$ cat config.mk
export PLATFORM = sky130hd
export DESIGN_NAME = rtc_cascade_prescaler
export DESIGN_NICKNAME = d
export VERILOG_FILES = /design/src/rtl/rtcpre_pkg.sv /design/src/rtl/rtcpre_stage.sv /design/src/rtl/rtcpre_loadreg.sv /design/src/rtl/rtcpre_ctrl.sv /design/src/rtl/rtc_cascade_prescaler.sv
export SDC_FILE = /design/constraint.sdc
export NUM_CORES = 1
export LEC_CHECK = 0
export BUFFER_PORTS_ARGS = -buffer_cell sky130_fd_sc_hd__buf_2
export CAP_MARGIN = 10
export CORE_ASPECT_RATIO = 0.9
export CORE_MARGIN = 2
export CORE_UTILIZATION = 30
export CTS_CLUSTER_SIZE = 12
export DETAILED_ROUTE_END_ITERATION = 16
export PLACE_DENSITY = 0.47
export SLEW_MARGIN = 20
export SYNTH_ARGS = -nofsm -noshare
export SYNTH_HDL_FRONTEND = slang
export SYNTH_SLANG_ARGS = --single-unit
$ cat constraint.sdc
create_clock -name clk -period 2.1 [get_ports clk]
set_input_delay 0.105 -clock clk [delete_from_list [all_inputs] [get_ports clk]]
set_output_delay 0.105 -clock clk [all_outputs]
set_load 0.005 [all_outputs]
$ cat src/rtl/rtcpre_pkg.sv
package rtcpre_pkg;

    // Per-cycle step taken by the cascade
    typedef enum logic [2:0] {
        STEP_IDLE    = 3'd0,
        STEP_LOW     = 3'd1,
        STEP_CARRY   = 3'd2,
        STEP_WRAP    = 3'd3,
        STEP_RESTART = 3'd4
    } step_e;

endpackage

$ cat src/rtl/rtcpre_stage.sv
module rtcpre_stage #(
    parameter int          W       = 16,
    parameter logic [W-1:0] RST_VAL = '0
) (
    input  logic         clk,
    input  logic         rst_n,
    input  logic         load_en,
    input  logic [W-1:0] load_val,
    input  logic         dec,
    output logic [W-1:0] cnt,
    output logic         is_zero
);

    always_ff @(posedge clk or negedge rst_n) begin
        if (!rst_n) begin
            cnt <= RST_VAL;
        end else if (load_en) begin
            cnt <= load_val;
        end else if (dec) begin
            cnt <= cnt - W'(1);
        end
    end

    assign is_zero = (cnt == '0);

endmodule

$ cat src/rtl/rtcpre_loadreg.sv
module rtcpre_loadreg #(
    parameter int              LW        = 20,
    parameter logic [LW-1:0]   RESET_VAL = '0
) (
    input  logic          clk,
    input  logic          rst_n,
    input  logic          wr_en,
    input  logic [LW-1:0] wr_data,
    input  logic          capture,
    output logic [LW-1:0] prog_q,
    output logic [LW-1:0] act_q
);

    // Programmed value, written by software
    always_ff @(posedge clk or negedge rst_n) begin
        if (!rst_n) begin
            prog_q <= RESET_VAL;
        end else if (wr_en) begin
            prog_q <= wr_data;
        end
    end

    // Active value, captured only at a full reload
    always_ff @(posedge clk or negedge rst_n) begin
        if (!rst_n) begin
            act_q <= RESET_VAL;
        end else if (capture) begin
            act_q <= prog_q;
        end
    end

endmodule

$ cat src/rtl/rtcpre_ctrl.sv
module rtcpre_ctrl
    import rtcpre_pkg::*;
(
    input  logic  clk,
    input  logic  rst_n,
    input  logic  ce,
    input  logic  restart,
    input  logic  low_zero,
    input  logic  high_zero,
    output step_e step,
    output logic  tick
);

    // Step decode: restart first, then enable, then the zero flags
    always_comb begin
        if (restart) begin
            step = STEP_RESTART;
        end else if (!ce) begin
            step = STEP_IDLE;
        end else if (low_zero && high_zero) begin
            step = STEP_WRAP;
        end else if (low_zero) begin
            step = STEP_CARRY;
        end else begin
            step = STEP_LOW;
        end
    end

    // Output register: one-cycle tick after a wrap
    always_ff @(posedge clk or negedge rst_n) begin
        if (!rst_n) begin
            tick <= 1'b0;
        end else begin
            unique case (step)
                STEP_WRAP:    tick <= 1'b1;
                STEP_RESTART: tick <= 1'b0;
                STEP_IDLE,
                STEP_LOW,
                STEP_CARRY:   tick <= 1'b0;
                default:      tick <= 1'b0;
            endcase
        end
    end

    // a restart always leaves tick low next cycle
    a_r7_restart_kills_tick: assert property (@(posedge clk) disable iff (!rst_n)
        restart |=> !tick);

    // no enable, no tick
    a_r8_idle_no_tick: assert property (@(posedge clk) disable iff (!rst_n)
        (!ce && !restart) |=> !tick);

endmodule

$ cat src/rtl/rtc_cascade_prescaler.sv
module rtc_cascade_prescaler
    import rtcpre_pkg::*;
#(
    parameter int LOW_W  = 16,
    parameter int HIGH_W = 4,
    parameter logic [LOW_W+HIGH_W-1:0] RESET_LOAD = (LOW_W+HIGH_W)'(32767)
) (
    input  logic                      clk,
    input  logic                      rst_n,
    input  logic                      ce,
    input  logic                      restart,
    input  logic                      wr_en,
    input  logic [LOW_W+HIGH_W-1:0]   wr_data,
    output logic [LOW_W+HIGH_W-1:0]   remain,
    output logic                      tick
);

    localparam int LOAD_W = LOW_W + HIGH_W;

    logic [LOAD_W-1:0] prog_q;
    logic [LOAD_W-1:0] act_q;
    logic [LOW_W-1:0]  low_cnt;
    logic [HIGH_W-1:0] high_cnt;
    logic              low_zero;
    logic              high_zero;
    step_e             step;

    logic              capture;
    logic              low_load;
    logic              low_dec;
    logic [LOW_W-1:0]  low_src;
    logic              high_load;
    logic              high_dec;

    rtcpre_ctrl u_ctrl (
        .clk       (clk),
        .rst_n     (rst_n),
        .ce        (ce),
        .restart   (restart),
        .low_zero  (low_zero),
        .high_zero (high_zero),
        .step      (step),
        .tick      (tick)
    );

    rtcpre_loadreg #(
        .LW        (LOAD_W),
        .RESET_VAL (RESET_LOAD)
    ) u_load (
        .clk     (clk),
        .rst_n   (rst_n),
        .wr_en   (wr_en),
        .wr_data (wr_data),
        .capture (capture),
        .prog_q  (prog_q),
        .act_q   (act_q)
    );

    // Stage actions per step
    always_comb begin
        capture   = 1'b0;
        low_load  = 1'b0;
        low_dec   = 1'b0;
        low_src   = prog_q[LOW_W-1:0];
        high_load = 1'b0;
        high_dec  = 1'b0;
        unique case (step)
            STEP_RESTART,
            STEP_WRAP: begin
                capture   = 1'b1;
                low_load  = 1'b1;
                high_load = 1'b1;
            end
            STEP_CARRY: begin
                low_load = 1'b1;
                low_src  = act_q[LOW_W-1:0];
                high_dec = 1'b1;
            end
            STEP_LOW: begin
                low_dec = 1'b1;
            end
            STEP_IDLE: begin
            end
            default: begin
            end
        endcase
    end

    rtcpre_stage #(
        .W       (LOW_W),
        .RST_VAL (RESET_LOAD[LOW_W-1:0])
    ) u_low (
        .clk      (clk),
        .rst_n    (rst_n),
        .load_en  (low_load),
        .load_val (low_src),
        .dec      (low_dec),
        .cnt      (low_cnt),
        .is_zero  (low_zero)
    );

    rtcpre_stage #(
        .W       (HIGH_W),
        .RST_VAL (RESET_LOAD[LOAD_W-1:LOW_W])
    ) u_high (
        .clk      (clk),
        .rst_n    (rst_n),
        .load_en  (high_load),
        .load_val (prog_q[LOAD_W-1:LOW_W]),
        .dec      (high_dec),
        .cnt      (high_cnt),
        .is_zero  (high_zero)
    );

    assign remain = {high_cnt, low_cnt};

    // low stage steps by one, high stage holds
    a_r4_low_step: assert property (@(posedge clk) disable iff (!rst_n)
        (ce && !restart && remain[LOW_W-1:0] != '0)
        |=> (remain[LOW_W-1:0] == $past(remain[LOW_W-1:0]) - LOW_W'(1))
            && (remain[LOAD_W-1:LOW_W] == $past(remain[LOAD_W-1:LOW_W])));

    // carry reloads low from the active value, high steps down
    a_r5_carry: assert property (@(posedge clk) disable iff (!rst_n)
        (ce && !restart && remain[LOW_W-1:0] == '0 && remain[LOAD_W-1:LOW_W] != '0)
        |=> (remain[LOW_W-1:0] == $past(act_q[LOW_W-1:0]))
            && (remain[LOAD_W-1:LOW_W] == $past(remain[LOAD_W-1:LOW_W]) - HIGH_W'(1)));

    // both zero on an enabled edge gives a tick and a full reload
    a_r3_wrap_tick: assert property (@(posedge clk) disable iff (!rst_n)
        (ce && !restart && remain == '0) |=> tick && (remain == $past(prog_q)));

    // restart reloads from the programmed value
    a_r7_restart_load: assert property (@(posedge clk) disable iff (!rst_n)
        restart |=> remain == $past(prog_q));

    // no enable, no restart: counts hold even across a write
    a_r8_hold: assert property (@(posedge clk) disable iff (!rst_n)
        (!ce && !restart) |=> $stable(remain));

endmodule

**Yosys cells after proc, flatten, opt, wreduce, memory -nomap -nowiden**

Index checks and enable logic that the tools add are counted.

- Bits in registers: 57
- Input port bits: 25
- Output and inout port bits: 21
- Word-level logic and storage cells: 32

- $add $sub $neg: 2
- Equality and inequality tests: 4
- Mux-type cells: 14
- Reductions and logical operators: 7

Operators by type and width:

| operator | count |
|---|---|
| two-way mux 16 bit | 3 |
| zero test 16 bit | 1 |
| subtractor 16 x 1 -> 16 bit, second input constant | 1 |
| two-way mux 3 bit | 3 |
| two-way mux 4 bit | 2 |
| == test 3 x 2 -> 1 bit, second input constant | 2 |
| two-way mux 1 bit | 5 |
| zero test 4 bit | 1 |
| nonzero test 2 bit | 2 |
| subtractor 4 x 1 -> 4 bit, second input constant | 1 |
| == test 3 x 1 -> 1 bit, second input constant | 1 |
| == test 3 bit, second input constant | 1 |
| OR reduction 3 bit | 1 |
| two-way mux 2 bit | 1 |
| OR reduction 2 bit | 1 |
| logical AND 1 bit | 1 |

**Longest topological paths before layout**

- Depth after elaboration: 9
- Mapped depth: 8

**Modules after synthesis**

Synthesis repeated with hierarchy kept, for this count alone.

- Cells, all modules: 245
- Area, all modules: 3309.4 um^2

By module, submodules not included:

| module | times used | cells each | area an instance (um^2) |
|---|---|---|---|
| rtcpre_loadreg | 1 | 84 | 1684.1 |
| rtcpre_stage at u_low | 1 | 111 | 1047.3 |
| rtc_cascade_prescaler | 1 | 23 | 286.5 |
| rtcpre_stage at u_high | 1 | 21 | 230.2 |
| rtcpre_ctrl | 1 | 6 | 61.3 |

**Worst setup path after synthesis**

No wires, ideal clock.

- Path type: register -> register
- Start: reg u_low.cnt[0]
- End: reg u_load.act_q[10]
- Setup time: 0.082 ns
- Arrival time: 2.068 ns
- Setup slack: -0.051 ns
- Cell stages (with the launch flop): 9
- Buffers on the path: 1
- Clock period less this slack: 2.151 ns
- Path through: dfstp_2 inv_1 ha_1 nor4b_4 nand2_1 nor2_4 a21oi_2 buf_6 mux2_2

- Cells in the longest elaborated chain, start to end: 8
- Elaborated cells on any way between the ends: 10
- Classes of those cells: eq/ne: 2; mux: 5; reduce/logical: 3

Ends and longest elaborated chain:

| item | line | text |
|---|---|---|
| start, declared | rtcpre_stage.sv:10 | `output logic [W-1:0] cnt,` |
| start signal, assigned | rtcpre_stage.sv:18 | `cnt <= load_val;` |
| start signal, assigned | rtcpre_stage.sv:20 | `cnt <= cnt - W'(1);` |
| zero test 16 bit (*) | rtcpre_stage.sv:24 | `assign is_zero = (cnt == '0);` |
| two-way mux 2 bit / logical AND 1 bit (equally long branches) | rtcpre_ctrl.sv:22, rtcpre_ctrl.sv:20 |  |
| two-way mux 3 bit (*) | rtcpre_ctrl.sv:20 | `end else if (low_zero && high_zero) begin` |
| two-way mux 3 bit (*) | rtcpre_ctrl.sv:18 | `end else if (!ce) begin` |
| two-way mux 3 bit (*) | rtcpre_ctrl.sv:16 | `if (restart) begin` |
| == test 3 bit / == test 3 x 2 -> 1 bit (equally long branches) | rtc_cascade_prescaler.sv:67 | `unique case (step)` |
| OR reduction 2 bit (*) | rtc_cascade_prescaler.sv:67 |  |
| two-way mux 1 bit (*) | rtc_cascade_prescaler.sv:67 |  |
| end signal, assigned | rtcpre_loadreg.sv:28 | `act_q <= prog_q;` |
| end, declared | rtcpre_loadreg.sv:11 | `output logic [LW-1:0] act_q` |

Every way passes the cells marked *; elsewhere a longest branch is shown, timed or not.
A chain may end at the register's enable or synchronous reset.

**Worst setup path after layout**

- Start: reg u_low.cnt[0]
- End: reg u_load.act_q[15]

Same word-level chain as after synthesis.

==> flow_metrics.tcl <==
set metrics [dict create \
    worstSetupEndpointType "flip-flop" \
    ys_types 54 \
    ys_seq_area_share_pct 51.23 \
    fin_hold_ws_ns 0.01513 \
    clock_latency_ns 0.34 \
    synth_edf_count 0 \
    first_iter_violations 110 \
    die_h_microns 97.18 \
    clock-sinks 57 \
    hold_depth 2 \
    worstPathRequired_ns 2.32 \
    die_x_microns 107.5 \
    p_leak_nw 1.491 \
    slew_viol_final 0 \
    cts_buffer_depth 2 \
    dieArea_sq_mm 0.01045 \
    fin_crit_sh_pct 94.37 \
    clock_skew_ns 0.006744 \
    grt_pass1_vias 2197 \
    crit_path_start_kind "flip-flop" \
    grt_start_max_net_pins 32 \
    wl_mm 7.129 \
    nets 354 \
    finalHoldViolations 0 \
    dpl.hpwl_mm 5.099 \
    critical-path-slowest-cell "dfstp_2" \
    synth_area_per_cell_sq_um 12.06 \
    firstDrtPassIters 4 \
    syn_to_final_growth_pct 32.51 \
    grt_overflow 0 \
    via_count 2240 \
    synthCells 240 \
    antenna_found_initial 0 \
    wl_per_cell_microns 15.70 \
    clockRootBuffer "clkbuf_8" \
    hold_class "in2reg" \
    ys_warn_count 0 \
    tns_ns 0 \
    grt_pass1_wl_mm 11.74 \
    worst_pin_slew_ns 0.6493 \
    ff2ff_setup_slack_ns 0.12 \
    synth-seq-cells 57 \
    rsz0062_at_grt "no" \
    cp.arrival_ns 2.21 \
    cp_cell_sequence "inv_1 > ha_1 > nor4b_4 > buf_4 > nand2_2 > nor2_4 > a21oi_4 > buf_6 > mux2_2" \
    dp_cells 416 \
    worstSetupPathType "reg2reg" \
    start_util_pct 31.29 \
    drc 0 \
    clk_pin_slew_worst_paths_ns 0.06 \
    cts_max_level 3 \
    synth_top_area_share_pct 40.86 \
    cts_buffers 9 \
    viasPerCell 4.934 \
    port_buffers 45 \
    top_level_ports 46 \
    vdd_drop_max_mv 0.4242 \
    num_antenna_cells 0 \
    max_stage_delay_ns 0.52 \
    reg2regPathDepth 9 \
    powerDensity_mw_per_mm2 752.2 \
    timing.slew.headroom_pct 56.71 \
    crit_fanout 7 \
    drive_above_1_share_pct 54.52 \
    grt_use_total_pct 14.64 \
    drtAntennaViolNets 0 \
    cts_tree "yes" \
    core_area_sq_mm 0.009249 \
    async_flop_share_pct 100.0 \
    status "completed" \
    yosysTopAreaCell "dfstp_2" \
    setup-violations-final 0 \
    fmax_mhz 504.6 \
    drv_cap 0 \
    fin_crit_ns 1.982 \
    gp_congestion 0.8471 \
    synth_area_sq_mm 0.002894 \
    synth-main-ff-cell "dfstp_2" \
    layout.cells.non_filler 454 \
    n_fill_cell 934 \
    synth_area_leaders "dfstp_2 (41%), mux2_2 (14%), dfrtp_1 (10%), mux2i_1 (5.9%), nor2_1 (1.9%)" \
    synth_nets 267 \
    rows 33 \
]
stage by stage:
stage	instance area (sq um)	setup slack [ns]	util (%)	total power, W
2_1_floorplan	2902	0.01051	-	0.001715
3_3_place_gp	3392	0.05535	36.67	0.001930
3_5_place_dp	3392	0.03230	36.67	0.001938
4_1_cts	3764	0.02055	40.69	0.002920
5_1_grt	3835	0.007698	41.46	0.003068
6_report	3835	0.1181	41.46	0.002885
path summary, 6_finish.rpt:
kind	from	endpoint
worst min-delay path	wr_data[15]	u_load.prog_q[15]
worst max register to register	u_low.cnt[0]	u_load.act_q[15]
worst max-delay path	u_low.cnt[0]	u_load.act_q[15]
worst min register to register	u_load.act_q[15]	u_load.act_q[15]
min in group asynchronous	rst_n	u_load.prog_q[17]
max in group asynchronous	rst_n	u_low.cnt[2]
placed cells by master (no fill, tap or decap), types with 3 or more instances in the layout:
cell type / n
nand3_1: 3
buf_6: 3
buf_2: 45
inv_1: 8
dlygate4sd3_1: 19
xnor2_1: 4
a21oi_1: 3
nor3_1: 8
o22ai_1: 4
o21ai_0: 7
dfrtp_1: 12
dfstp_2: 45
nor2_1: 14
nand4_1: 3
a22oi_1: 5
clkbuf_8: 11
buf_4: 18
nand2_1: 10
mux2i_1: 17
mux2_2: 35
sequential cells by signal (all words and copies together) (netlist names):
name,flops
u_load.prog_q,20
u_load.act_q,16
u_low.cnt,16
u_high.cnt,4
u_ctrl.tick,1
critical path, delay by kind of cell (launching register included):
kind / cells / cell delay (ns)
mux: 1 / 0.33
flops: 1 / 0.52
buf+inv: 3 / 0.36
fa+ha+maj: 1 / 0.20
simple gates: 3 / 0.27
compound gates: 1 / 0.18
power by group:
group,switching [W],leakage [nW],internal (W)
Sequential,0.000128,0.617,0.00132
Combinational,0.000228,0.785,0.000275
Clock,0.000442,0.0889,0.000491
Total,0.000798,1.49,0.00209
cells by family after synthesis:
logic type,after synthesis,synth area share (%)
muxes,53,19.89
adders and majority gates,2,0.8645
xor gates and xnor gates,5,1.513
buffers and inverters,19,3.199
AOI/OAI and AO/OA,46,12.19
DFF,57,51.23
and+or+nand+nor,58,11.11
synth_stat cells, types with 2 or more instances:
cell,instances
a21oi_1,3
nand4_1,3
o21ai_0,8
mux2i_1,17
o21a_1,2
a22oi_2,2
nor2_1,15
mux2_2,35
buf_2,2
ha_1,2
a221oi_1,2
a211oi_1,2
xnor2_1,4
nand3_1,4
and3_1,2
inv_1,8
a32oi_1,2
a22oi_1,5
nor4_1,2
nand2_1,11
dfrtp_1,12
or3_1,2
dfstp_2,45
clkbuf_1,7
o22ai_1,4
nor3_1,10
o31ai_1,2
per-layer routing:
| layer | up-vias | global-route usage [%] | share of wire, % |
|---|---|---|---|
| met2 | 49 | 20.75 | 44 |
| met5 | - | 0 | 0 |
| met1 | 1108 | 20.72 | 50 |
| met3 | 10 | 4.829 | 4.6 |
| li1 | 1073 | - | - |
| met4 | 0 | 5.128 | 1.3 |
final cells by class:
class / count / area (sq um) / area share [%]
clock inverter: 4 / 26.28 / 0.6852
inverter: 8 / 30.03 / 0.7830
multi-input combinational: 164 / 1364 / 35.56
tap: 122 / 152.6 / 3.980
clock buffer: 12 / 155.1 / 4.046
sequential: 57 / 1483 / 38.66
timing repair buffer: 87 / 624.3 / 16.28
timing repair:
action | in CTS | in global routing
endpoints found under the setup margin | 0 | 18
hold buffers | 19 | 0
buffers inserted | 0 | 3
hold endpoints to repair | 25 | 0
resized for setup | 0 | 11
No activity file was read; power rests on OpenSTA's default activity.
